==> config.mk <==
export PLATFORM = sky130hd
export DESIGN_NAME = clk_edge_qualifier
export DESIGN_NICKNAME = d
export VERILOG_FILES = /design/src/rtl/clk_edge_qualifier.sv
export SDC_FILE = /design/constraint.sdc
export NUM_CORES = 1
export LEC_CHECK = 0
export ABC_AREA = 1
export BUFFER_PORTS_ARGS = -buffer_cell sky130_fd_sc_hd__buf_2
export CAP_MARGIN = 10
export CELL_PAD_IN_SITES_DETAIL_PLACEMENT = 0
export CELL_PAD_IN_SITES_GLOBAL_PLACEMENT = 2
export CORE_UTILIZATION = 39
export DETAILED_ROUTE_END_ITERATION = 16
export PLACE_DENSITY = 0.87
export SLEW_MARGIN = 20
export SYNTH_ARGS = -nofsm -noshare
export SYNTH_HDL_FRONTEND = slang
export SYNTH_SLANG_ARGS = --single-unit
==> constraint.sdc <==
create_clock -name clk_sys -period 2.44 [get_ports clk_sys]
set_clock_uncertainty 0.1 [all_clocks]
set_input_delay 0.244 -clock clk_sys [delete_from_list [all_inputs] [get_ports clk_sys]]
set_output_delay 0.244 -clock clk_sys [all_outputs]
set_load 0.02 [all_outputs]
==> src/rtl/clk_edge_qualifier.sv <==
module clk_edge_qualifier #(
  parameter int NUM_CLK   = 4,
  parameter int NUM_GRP   = 4,
  parameter int GRP_W     = 8,
  parameter int DLY_DEPTH = 3,
  localparam int DW   = NUM_GRP * GRP_W,
  localparam int SELW = $clog2(DLY_DEPTH + 1)
) (
  input  logic                    clk_sys,
  input  logic                    rst_n,
  input  logic [NUM_CLK-1:0]      chan_clk_in,
  input  logic [2*NUM_CLK-1:0]    edge_sel,
  input  logic [DW-1:0]           grp_data_in,
  input  logic [SELW*NUM_GRP-1:0] grp_delay,
  output logic                    strobe,
  output logic [NUM_CLK-1:0]      sample_clk,
  output logic [DW-1:0]           sample_data
);

  logic [NUM_CLK-1:0] c_s1, c_s2, c_prev;
  logic [DW-1:0]      d_s1, d_s2;
  logic [NUM_CLK-1:0] hit;
  logic               any_hit;

  always_ff @(posedge clk_sys or negedge rst_n) begin
    if (!rst_n) begin
      c_s1 <= '0; c_s2 <= '0; c_prev <= '0;
      d_s1 <= '0; d_s2 <= '0;
    end else begin
      c_s1 <= chan_clk_in; c_s2 <= c_s1; c_prev <= c_s2;
      d_s1 <= grp_data_in; d_s2 <= d_s1;
    end
  end

  for (genvar i = 0; i < NUM_CLK; i++) begin : g_chan
    assign hit[i] = (edge_sel[2*i]   &  c_s2[i] & ~c_prev[i]) |
                    (edge_sel[2*i+1] & ~c_s2[i] &  c_prev[i]);
  end
  assign any_hit = |hit;

  always_ff @(posedge clk_sys or negedge rst_n) begin
    if (!rst_n) begin
      strobe     <= 1'b0;
      sample_clk <= '0;
    end else begin
      strobe <= any_hit;
      if (any_hit) sample_clk <= c_s2;
    end
  end

  for (genvar g = 0; g < NUM_GRP; g++) begin : g_grp
    logic [GRP_W-1:0] stage [DLY_DEPTH];
    logic [GRP_W-1:0] cur, pick;
    logic [SELW-1:0]  sel;

    assign cur = d_s2[g*GRP_W +: GRP_W];
    assign sel = grp_delay[g*SELW +: SELW];

    always_comb begin
      pick = cur;
      for (int k = 1; k <= DLY_DEPTH; k++)
        if (int'(sel) == k || (k == DLY_DEPTH && int'(sel) > DLY_DEPTH))
          pick = stage[k-1];
    end

    always_ff @(posedge clk_sys or negedge rst_n) begin
      if (!rst_n) begin
        for (int k = 0; k < DLY_DEPTH; k++) stage[k] <= '0;
        sample_data[g*GRP_W +: GRP_W] <= '0;
      end else if (any_hit) begin
        stage[0] <= cur;
        for (int k = 1; k < DLY_DEPTH; k++) stage[k] <= stage[k-1];
        sample_data[g*GRP_W +: GRP_W] <= pick;
      end
    end
  end

endmodule

==> results.sh, run 1 <==
export IMPL_synth_area_leaders="dfrtp_1, nand2_1, nand3_1"
export IMPL_relSlewSlack_pct=36.40
export IMPL_synth_area_mm2=0.008382
export IMPL_maxSlewViolCount=0
export IMPL_ys_seq_area_share_pct=62.40
export IMPL_total_power_mw=9.174
export IMPL_synth_ff_latch_count=209
export IMPL_tns_ps=0
export IMPL_synth_warnings=0
export IMPL_drc_errors=0
export IMPL_vias_per_cell=4.685
export IMPL_port_buffers=90
export IMPL_finalSetupViolCount=0
export IMPL_hold_path_class="in -> reg"
export IMPL_post_route_min_period_ps=1990
export IMPL_hold_buffers=37
export IMPL_io_pins=91
export IMPL_antenna_left=0
export IMPL_grtUsageTotal_pct=17.43
export IMPL_yosysMostFrequentCell="nand2_1"
export IMPL_grt_pass1_wl_um=31210
export IMPL_cts_sinks=209
export IMPL_syn_num_nets=976
export IMPL_grt_pass1_vias=6142
export IMPL_wl_per_cell_um=13.78
export IMPL_clkLatencyLatePin_ps=500
export IMPL_crit_fanout=96
export IMPL_diodes=0
export IMPL_post_cts_buffers=0
export IMPL_hold_viol_final=0
export IMPL_cts_tree="built"
export IMPL_die_x_um=148.6
export IMPL_wl_met2_um=8490
export IMPL_finalCritPeriodShare_pct=81.57
export IMPL_synth_area_leader_cell="dfrtp_1"
export IMPL_syn_avg_cell_area_um2=9.091
export IMPL_num_vias=6226
export IMPL_drv_cap=0
export IMPL_drt_met1_wl_um=8808
export IMPL_synthCells=922
export IMPL_async_reset_ff_share_pct=100.0
export IMPL_synth_cell_type_count=17
export IMPL_crit_path_end_kind="register"
export IMPL_grt_ovfl_total=0
export IMPL_routabilityCongestion=0.7444
export IMPL_cts_made_buffers=24
export IMPL_dieArea_mm2=0.02208
export IMPL_synth_edf_count=0
export IMPL_clkTransAtPathRegs_ps=60
export IMPL_synth_flop_cell="dfrtp_1"
export IMPL_cts_max_level=1
export IMPL_worstPathArrival_ps=2330
export IMPL_first_pass_iters=4
export IMPL_dp_hpwl_um=10680
export IMPL_status="finished, final reports clean"
export IMPL_grt_max_degree=98
export IMPL_holdWs_ps=57.57
export IMPL_worst_slew_pin_slew_ps=954.0
export IMPL_p_per_area_mw_per_mm2=903.4
export IMPL_path_class="reg -> reg"
export IMPL_antenna_found_initial=0
export IMPL_met3WireLength_um=814
export IMPL_fillers=2075
export IMPL_synth_top_area_share_pct=62.40
export IMPL_start_util_pct=39.87
export IMPL_wl_um=18310
export IMPL_power_leakage_nw=5.301
export IMPL_ir_drop_mv=0.4736
export IMPL_clk_path_buf_depth=3
export IMPL_clockRootBuffer="clkbuf_16"
export IMPL_first_iter_violations=301
export IMPL_synthToLayoutAreaGrowth_pct=21.17
export IMPL_cp_required_ps=2780
export IMPL_layout_nets=1093
export IMPL_drive_gt1_share_pct=13.66
export IMPL_cts_resized=0
export IMPL_fmax_ghz=0.5024
export IMPL_coreArea_mm2=0.02102
export IMPL_dieHeight_um=148.6
export IMPL_grt_setup_unrepaired="false"
export IMPL_startpoint_type="register"
export IMPL_synth_common_cells="nand2_1, dfrtp_1, nand3_1"
export IMPL_top_layer="met4"
export IMPL_core_rowCount=53
## worst max-delay path, stage by stage (launching register included)
cell and delay (ps):
dfrtp_1 410, inv_1 70, nand3_1 60, nand2_1 110, nor2_4 60, nand2_8 70
buf_4 720, nand3_1 160, nand2_1 110
## cell type report
| class | count | area, um2 | share of cell area (%) |
|---|---|---|---|
| well taps | 275 | 344.1 | 3.388 |
| repair buffers | 138 | 949.7 | 9.351 |
| clock buffers | 36 | 726.9 | 7.158 |
| inverters | 115 | 431.7 | 4.250 |
| clock inverters | 5 | 25.02 | 0.2464 |
| multi-input cells | 551 | 2449 | 24.11 |
| flip-flops and latches | 209 | 5230 | 51.50 |
## state kept, by name (all words and copies together), names as in the netlist
name	cells
g_grp.stage	96
d_s1	32
d_s2	32
sample_data	32
c_prev	4
c_s1	4
c_s2	4
sample_clk	4
strobe	1
## path summary, 6_finish.rpt
| check | from | end | slack (ps) | depth (start not counted) |
|---|---|---|---|---|
| min | edge_sel[7] | strobe | 60 | 5 |
| min reg2reg | d_s1[8] | d_s2[8] | 240 | 0 |
| max in group asynchronous | rst_n | d_s2[22] | 1370 | 3 |
| min in group asynchronous | rst_n | g_grp[0].stage[9] | 200 | 2 |
| max | c_s2[2] | sample_data[30] | 450 | 8 |
| max reg2reg | c_s2[2] | sample_data[30] | 450 | 8 |
## layout by cell type (no fill, tap or decap), types with 4 or more instances in the layout
cell type | synthesis | final
dlygate4sd3_1 | 0 | 37
buf_2 | 12 | 89
clkinv_2 | 0 | 5
dfrtp_1 | 209 | 209
inv_1 | 110 | 110
o21ai_0 | 36 | 36
o21ai_1 | 57 | 57
buf_4 | 1 | 8
nand2_1 | 280 | 280
clkinv_1 | 4 | 4
clkbuf_8 | 0 | 7
clkbuf_1 | 17 | 5
clkbuf_16 | 0 | 25
nand3_1 | 171 | 171
## power by group
group | switching (mW) | leakage, nW | internal (mW) | total (mW)
Clock | 1.33 | 0.377 | 2.04 | 3.37
Sequential | 0.275 | 2.50 | 4.00 | 4.28
Combinational | 0.999 | 2.42 | 0.528 | 1.53
## logic make-up after synthesis
| logic type | count (synthesis) | synth area share, % |
|---|---|---|
| DFF | 209 | 62.40 |
| AOI/OAI and AO/OA | 96 | 5.867 |
| buffers and inverters | 162 | 8.554 |
| and+or+nand+nor | 455 | 23.18 |
## through the flow
step                      instances  area, um2  util, %  setup slack (ps)
after floorplan                 922       8382        -             996.2
after global placement         1251       9034    42.97             497.1
after detailed placement       1251       9034    42.97             455.5
after CTS                      1329      10160    48.31             447.9
after global routing           1329      10160    48.31             234.2
final                          1329      10160    48.31             449.6
## routing by layer
layer,GRT usage (%),vias up
met1,24.49,2937
met5,0,-
met2,28.11,113
met4,4.072,0
met3,2.945,17
li1,-,3159
No activity file was read; power rests on OpenSTA's default activity.
==> run 2: changes to the inputs <==
--- a/config.mk
+++ b/config.mk
@@ -10,9 +10,9 @@
 export CAP_MARGIN = 10
 export CELL_PAD_IN_SITES_DETAIL_PLACEMENT = 0
 export CELL_PAD_IN_SITES_GLOBAL_PLACEMENT = 2
-export CORE_UTILIZATION = 39
+export CORE_UTILIZATION = 33
 export DETAILED_ROUTE_END_ITERATION = 16
-export PLACE_DENSITY = 0.87
+export PLACE_DENSITY = 0.79
 export SLEW_MARGIN = 20
 export SYNTH_ARGS = -nofsm -noshare
 export SYNTH_HDL_FRONTEND = slang
==> constraint.sdc (replaced) <==
create_clock -name clk_sys -period 1.8 [get_ports clk_sys]
set_clock_uncertainty 0.1 [all_clocks]
set_input_delay 0.18 -clock clk_sys [delete_from_list [all_inputs] [get_ports clk_sys]]
set_output_delay 0.18 -clock clk_sys [all_outputs]
set_load 0.02 [all_outputs]
==> run 2 against run 1 <==
Non-clock buffer count up 12; utilization down 5.8 points; hold slack better by 3.8 ps; critical endpoint is now g_grp[3].stage[7]; largest cell class unchanged.
==> results.sh, run 2 (synthesis results as in run 1) <==
export IMPL_worstPathArrival_ps=1890
export IMPL_fillers=2479
export IMPL_cts_sinks=209
export IMPL_grt_max_degree=69
export IMPL_start_util_pct=34.07
export IMPL_diodes=0
export IMPL_dp_hpwl_um=11320
export IMPL_cts_made_buffers=25
export IMPL_maxSlewViolCount=0
export IMPL_worst_slew_pin_slew_ps=431.9
export IMPL_dieHeight_um=161.4
export IMPL_top_register="g_grp.stage"
export IMPL_fmax_ghz=0.6204
export IMPL_hold_path_class="in -> reg"
export IMPL_power_leakage_nw=5.426
export IMPL_grt_pass1_wl_um=32840
export IMPL_grtUsageTotal_pct=15.47
export IMPL_post_route_min_period_ps=1612
export IMPL_wl_um=18980
export IMPL_multi_input_area_mm2=0.002449
export IMPL_largest_reg_flops=96
export IMPL_antenna_left=0
export IMPL_layout_nets=1106
export IMPL_relSlewSlack_pct=71.21
export IMPL_ir_drop_mv=0.6750
export IMPL_cts_max_level=1
export IMPL_synthToLayoutAreaGrowth_pct=24.76
export IMPL_cp_required_ps=2080
export IMPL_layout_cells_non_filler=1393
export IMPL_clkTransAtPathRegs_ps=60
export IMPL_io_pins=91
export IMPL_finalCritPeriodShare_pct=89.55
export IMPL_hold_viol_final=0
export IMPL_status="finished, final reports clean"
export IMPL_coreArea_mm2=0.02460
export IMPL_first_iter_violations=287
export IMPL_use_met2_pct=24.14
export IMPL_met1_usage_pct=22.51
export IMPL_port_buffers=90
export IMPL_layout_common_cells="nand2_1, dfrtp_1, nand3_1, inv_1, buf_2"
export IMPL_grt_use_met3_pct=2.337
export IMPL_wl_per_cell_um=13.63
export IMPL_crit_fanout=50
export IMPL_startpoint_type="register"
export IMPL_cpMostUsedCell="nand2_1"
export IMPL_core_rowCount=57
export IMPL_crit_path_end_kind="register"
export IMPL_drc_errors=0
export IMPL_final_common_cell="nand2_1"
export IMPL_clockRootBuffer="clkbuf_16"
export IMPL_ff_latch_area_mm2=0.005230
export IMPL_dp_cells=1311
export IMPL_clkLatencyLatePin_ps=510
export IMPL_post_cts_buffers=0
export IMPL_dieArea_mm2=0.02604
export IMPL_die_x_um=161.4
export IMPL_tns_ps=0
export IMPL_routabilityCongestion=0.7311
export IMPL_first_pass_iters=4
export IMPL_crit_chain="nand3_1 > nand2_1 > nor2_4 > nand2_8 > buf_12 > nand2_1 > o21ai_0"
export IMPL_num_vias=6264
export IMPL_place_ws_ps=172.5
export IMPL_cts_resized=0
export IMPL_cts_tree="built"
export IMPL_grt_setup_unrepaired="false"
export IMPL_path_class="reg -> reg"
export IMPL_clk_path_buf_depth=3
export IMPL_vias_per_cell=4.497
export IMPL_total_power_mw=12.84
export IMPL_fin_ws_ps=188.1
export IMPL_stdcell_area_mm2=0.01046
export IMPL_busiest_layer="met2"
export IMPL_critPathMaxStageDelay_ps=410
export IMPL_drive_gt1_share_pct=14.97
export IMPL_p_per_area_mw_per_mm2=1228
export IMPL_cp_slowest_cell="dfrtp_1"
export IMPL_grt_ovfl_total=0
export IMPL_grt_pass1_vias=6352
export IMPL_dpl_cell_area_mm2=0.009265
export IMPL_drv_cap=0
export IMPL_finalSetupViolCount=0
export IMPL_antenna_found_initial=0
## run 2: changes by cell type in the layout (fill, tap and decap cells not counted)
cell	change
buf_12	+7
buf_4	+4
bufinv_16	+1
clkbuf_1	-2
clkbuf_8	+2
clkinv_2	+2
dlygate4sd3_1	+1
## run 2: repair_timing
item / in CTS / in global routing
endpoints found under the setup margin: 0 / 0
hold buffers: 38 / 0
endpoints found under the hold margin: 246 / 0
## run 2: worst max-delay path, delay by kind of cell, from the launching register on
family	cells	cell delay, ps
and+or+nand+nor	5	640
DFF	1	410
buffers and inverters	1	240
AOI/OAI and AO/OA	1	70
## run 2: cell type report
class                      instances  area share, %
clock inverter                     8         0.6222
tap                              324          3.877
sequential                       209          50.01
timing repair buffer             150          10.80
clock buffer                      36          7.143
multi-input combinational        551          23.41
inverter                         115          4.128
## run 2: routing by layer
layer  vias up  share of wire [%]  wire [um]
met4         0                1.3        247
li1       3180                  -          -
met2       107                 45       8514
met1      2954                 50       9459
met5         -                  0          0
met3        23                4.0        763
## run 2: through the flow
stage	utilization (%)	hold slack [ps]
finish	42.50	61.42
detailed placement	37.66	61.59
floorplan	-	-215.6
global route	42.50	81.37
global placement	37.66	59.86
CTS	42.50	44.77
## run 2: worst paths after layout
check	startpoint	to	slack [ps]	depth (start not counted)
max in group asynchronous	rst_n	g_grp[3].stage[2]	920	3
hold / removal	grp_delay[7]	sample_data[31]	60	5
hold reg to reg	d_s1[24]	d_s2[24]	240	0
setup reg to reg	c_s2[1]	g_grp[3].stage[7]	190	7
min in group asynchronous	rst_n	d_s2[2]	90	2
setup / recovery	c_s2[1]	g_grp[3].stage[7]	190	7
## run 2: power by group
group / switching, mW / internal [mW] / total (mW) / leakage (nW)
logic: 1.37 / 0.774 / 2.15 / 2.51
clock network: 1.89 / 3.00 / 4.89 / 0.411
registers: 0.377 / 5.42 / 5.80 / 2.50
==> run 3: changes to the inputs <==
--- a/config.mk
+++ b/config.mk
@@ -5,14 +5,13 @@
 export SDC_FILE = /design/constraint.sdc
 export NUM_CORES = 1
 export LEC_CHECK = 0
-export ABC_AREA = 1
 export BUFFER_PORTS_ARGS = -buffer_cell sky130_fd_sc_hd__buf_2
 export CAP_MARGIN = 10
 export CELL_PAD_IN_SITES_DETAIL_PLACEMENT = 0
 export CELL_PAD_IN_SITES_GLOBAL_PLACEMENT = 2
-export CORE_UTILIZATION = 33
+export CORE_UTILIZATION = 39
 export DETAILED_ROUTE_END_ITERATION = 16
-export PLACE_DENSITY = 0.79
+export PLACE_DENSITY = 0.77
 export SLEW_MARGIN = 20
 export SYNTH_ARGS = -nofsm -noshare
 export SYNTH_HDL_FRONTEND = slang
==> run 3 against run 2 <==
Setup slack worse by 170 ps; critical path depth fell by 1; flip-flop and latch count unchanged; sequential share of layout area rose by 2.1 points; cell count is 39% lower; routed wire length fell by 26%; power is 0.62% higher; die area is 20% lower; global-route usage is 1.8 points lower; cell area is 4.1% lower; clock power fell by 12%; critical endpoint is now g_grp[1].stage[3].
==> results.sh, run 3 <==
export IMPL_synth_flop_cell="dfrtp_1"
export IMPL_cp_required_ps=2080
export IMPL_num_vias=4026
export IMPL_wl_per_cell_um=16.61
export IMPL_layout_cells_non_filler=845
export IMPL_core_rowCount=51
export IMPL_cts_max_level=1
export IMPL_routabilityCongestion=0.7215
export IMPL_grt_max_degree=56
export IMPL_clkLatencyLatePin_ps=500
export IMPL_dp_cells=760
export IMPL_crit_chain="buf_4 > o22ai_1 > nor2_4 > nand2_4 > buf_16 > mux2_2"
export IMPL_largest_reg_flops=96
export IMPL_ir_drop_mv=0.6148
export IMPL_busiest_layer="met2"
export IMPL_synth_edf_count=0
export IMPL_synth_area_leader_cell="dfrtp_1"
export IMPL_clockRootBuffer="clkbuf_16"
export IMPL_synth_warnings=0
export IMPL_layout_common_cells="dfrtp_1, buf_2, mux2_4, mux2_2, dlygate4sd3_1"
export IMPL_top_register="g_grp.stage"
export IMPL_hold_viol_final=0
export IMPL_status="finished, final reports clean"
export IMPL_dieArea_mm2=0.02088
export IMPL_grt_pass1_vias=4319
export IMPL_maxSlewViolCount=0
export IMPL_fmax_ghz=0.5610
export IMPL_clk_path_buf_depth=3
export IMPL_synthToLayoutAreaGrowth_pct=26.60
export IMPL_port_buffers=90
export IMPL_use_met2_pct=21.61
export IMPL_synth_top_area_share_pct=66.03
export IMPL_finalSetupViolCount=0
export IMPL_synth_common_cells="dfrtp_1, mux2_4, mux2_2"
export IMPL_final_common_cell="dfrtp_1"
export IMPL_synth_area_leaders="dfrtp_1, mux2_4, mux4_2"
export IMPL_drc_errors=0
export IMPL_io_pins=91
export IMPL_cts_made_buffers=23
export IMPL_cts_tree="built"
export IMPL_first_iter_violations=119
export IMPL_crit_fanout=10
export IMPL_relSlewSlack_pct=71.30
export IMPL_start_util_pct=40.30
export IMPL_synth_area_mm2=0.007920
export IMPL_fillers=1650
export IMPL_total_power_mw=12.92
export IMPL_worst_path_buf_inv=2
export IMPL_async_reset_ff_share_pct=100.0
export IMPL_synth_cell_type_count=11
export IMPL_yosysMostFrequentCell="dfrtp_1"
export IMPL_antenna_left=0
export IMPL_hold_path_class="in -> async"
export IMPL_grt_setup_unrepaired="true"
export IMPL_first_pass_iters=4
export IMPL_crit_family="flip-flops"
export IMPL_dpl_cell_area_mm2=0.008773
export IMPL_power_leakage_nw=4.581
export IMPL_post_route_min_period_ps=1783
export IMPL_antenna_found_initial=0
export IMPL_grt_use_met3_pct=3.278
export IMPL_startpoint_type="register"
export IMPL_worstPathArrival_ps=2070
export IMPL_drv_cap=0
export IMPL_crit_path_end_kind="register"
export IMPL_cts_sinks=209
export IMPL_grt_pass1_wl_um=22450
export IMPL_ys_seq_area_share_pct=66.03
export IMPL_critPathMaxStageDelay_ps=370
export IMPL_layout_nets=618
export IMPL_die_x_um=144.5
export IMPL_vias_per_cell=4.764
export IMPL_dp_hpwl_um=8492
export IMPL_grtUsageTotal_pct=13.71
export IMPL_worst_slew_pin_slew_ps=430.5
export IMPL_dieHeight_um=144.5
export IMPL_diodes=0
export IMPL_synth_ff_latch_count=209
export IMPL_cp_slowest_cell="dfrtp_1"
export IMPL_coreArea_mm2=0.01965
export IMPL_syn_avg_cell_area_um2=19.32
export IMPL_p_per_area_mw_per_mm2=1289
export IMPL_finalCritPeriodShare_pct=99.04
export IMPL_grt_ovfl_total=0
export IMPL_met1_usage_pct=18.81
export IMPL_post_route_util_pct=51.02
export IMPL_syn_num_nets=464
export IMPL_drive_gt1_share_pct=53.79
export IMPL_wl_um=14040
export IMPL_stdcell_area_mm2=0.01003
export IMPL_clkTransAtPathRegs_ps=60
export IMPL_path_class="reg -> reg"
export IMPL_synthCells=410
run 3: cell count changes after synthesis, sizes merged:
cell	previous run	this run
o21ai	96	0
buf	30	22
clkinv	4	0
mux2	0	132
nand3	171	0
inv	111	0
nand3b	1	0
o22ai	0	4
mux4	0	32
clkbuf	17	0
nand2	281	9
run 3: cell type report:
cell class / count / area, um2 / area share, %
flip-flops and latches: 209 / 5230 / 52.16
clock inverters: 5 / 31.28 / 0.3120
multi-input cells: 180 / 2567 / 25.61
repair buffers: 150 / 1202 / 11.99
clock buffers: 36 / 664.4 / 6.626
well taps: 265 / 331.6 / 3.307
run 3: worst register-to-register path, stage by stage (launching register included):
cell and delay (ps):
dfrtp_1 370, buf_4 140, o22ai_1 200, nor2_4 120, nand2_4 200, buf_16 180, mux2_2 350
run 3: path summary, 6_finish.rpt:
check / end / cells past startpoint / start / slack (ps)
min in group clk_sys: sample_data[9] / 3 / grp_delay[3] / 160
max in group asynchronous: d_s1[20] / 3 / rst_n / 850
setup / recovery: g_grp[1].stage[3] / 6 / c_s2[0] / 20
hold / removal: sample_data[26] / 2 / rst_n / 90
hold reg to reg: d_s2[11] / 0 / d_s1[11] / 240
setup reg to reg: g_grp[1].stage[3] / 6 / c_s2[0] / 20
run 3: repair_timing:
action	4_1_cts	5_1_grt
buffers inserted	0	0
resized for setup	2	9
hold endpoints to repair	245	0
gates cloned	0	7
pin swaps	1	3
hold buffers	37	0
endpoints found under the setup margin	28	69
run 3: metrics by stage:
stage	setup WS, ps	hold WS [ps]	TNS (ps)
3_5_place_dp	15.94	38.83	0
5_1_grt	-44.61	115.1	-2002
6_report	17.36	89.04	0
3_3_place_gp	32.36	26.89	0
4_1_cts	10.61	92.75	0
2_1_floorplan	253.4	-215.6	0
run 3: logic make-up after synthesis:
| family | count (synthesis) | share of synthesized area (%) |
|---|---|---|
| multiplexers | 164 | 31.14 |
| buffers and inverters | 22 | 1.959 |
| AO/OA/AOI/OAI | 4 | 0.3159 |
| flip-flops | 209 | 66.03 |
| AND/OR/NAND/NOR | 11 | 0.5530 |
run 3: layer usage:
layer | part of all wire (%) | vias to the layer above
li1 | - | 1790
met1 | 45 | 2133
met2 | 48 | 77
met3 | 5.0 | 26
met4 | 1.9 | 0
met5 | 0 | -
run 3: where the power goes:
| part | internal, mW | switching, mW |
|---|---|---|
| Combinational | 1.52 | 1.04 |
| Clock | 2.53 | 1.78 |
| Sequential | 5.54 | 0.505 |
| Total | 9.59 | 3.33 |
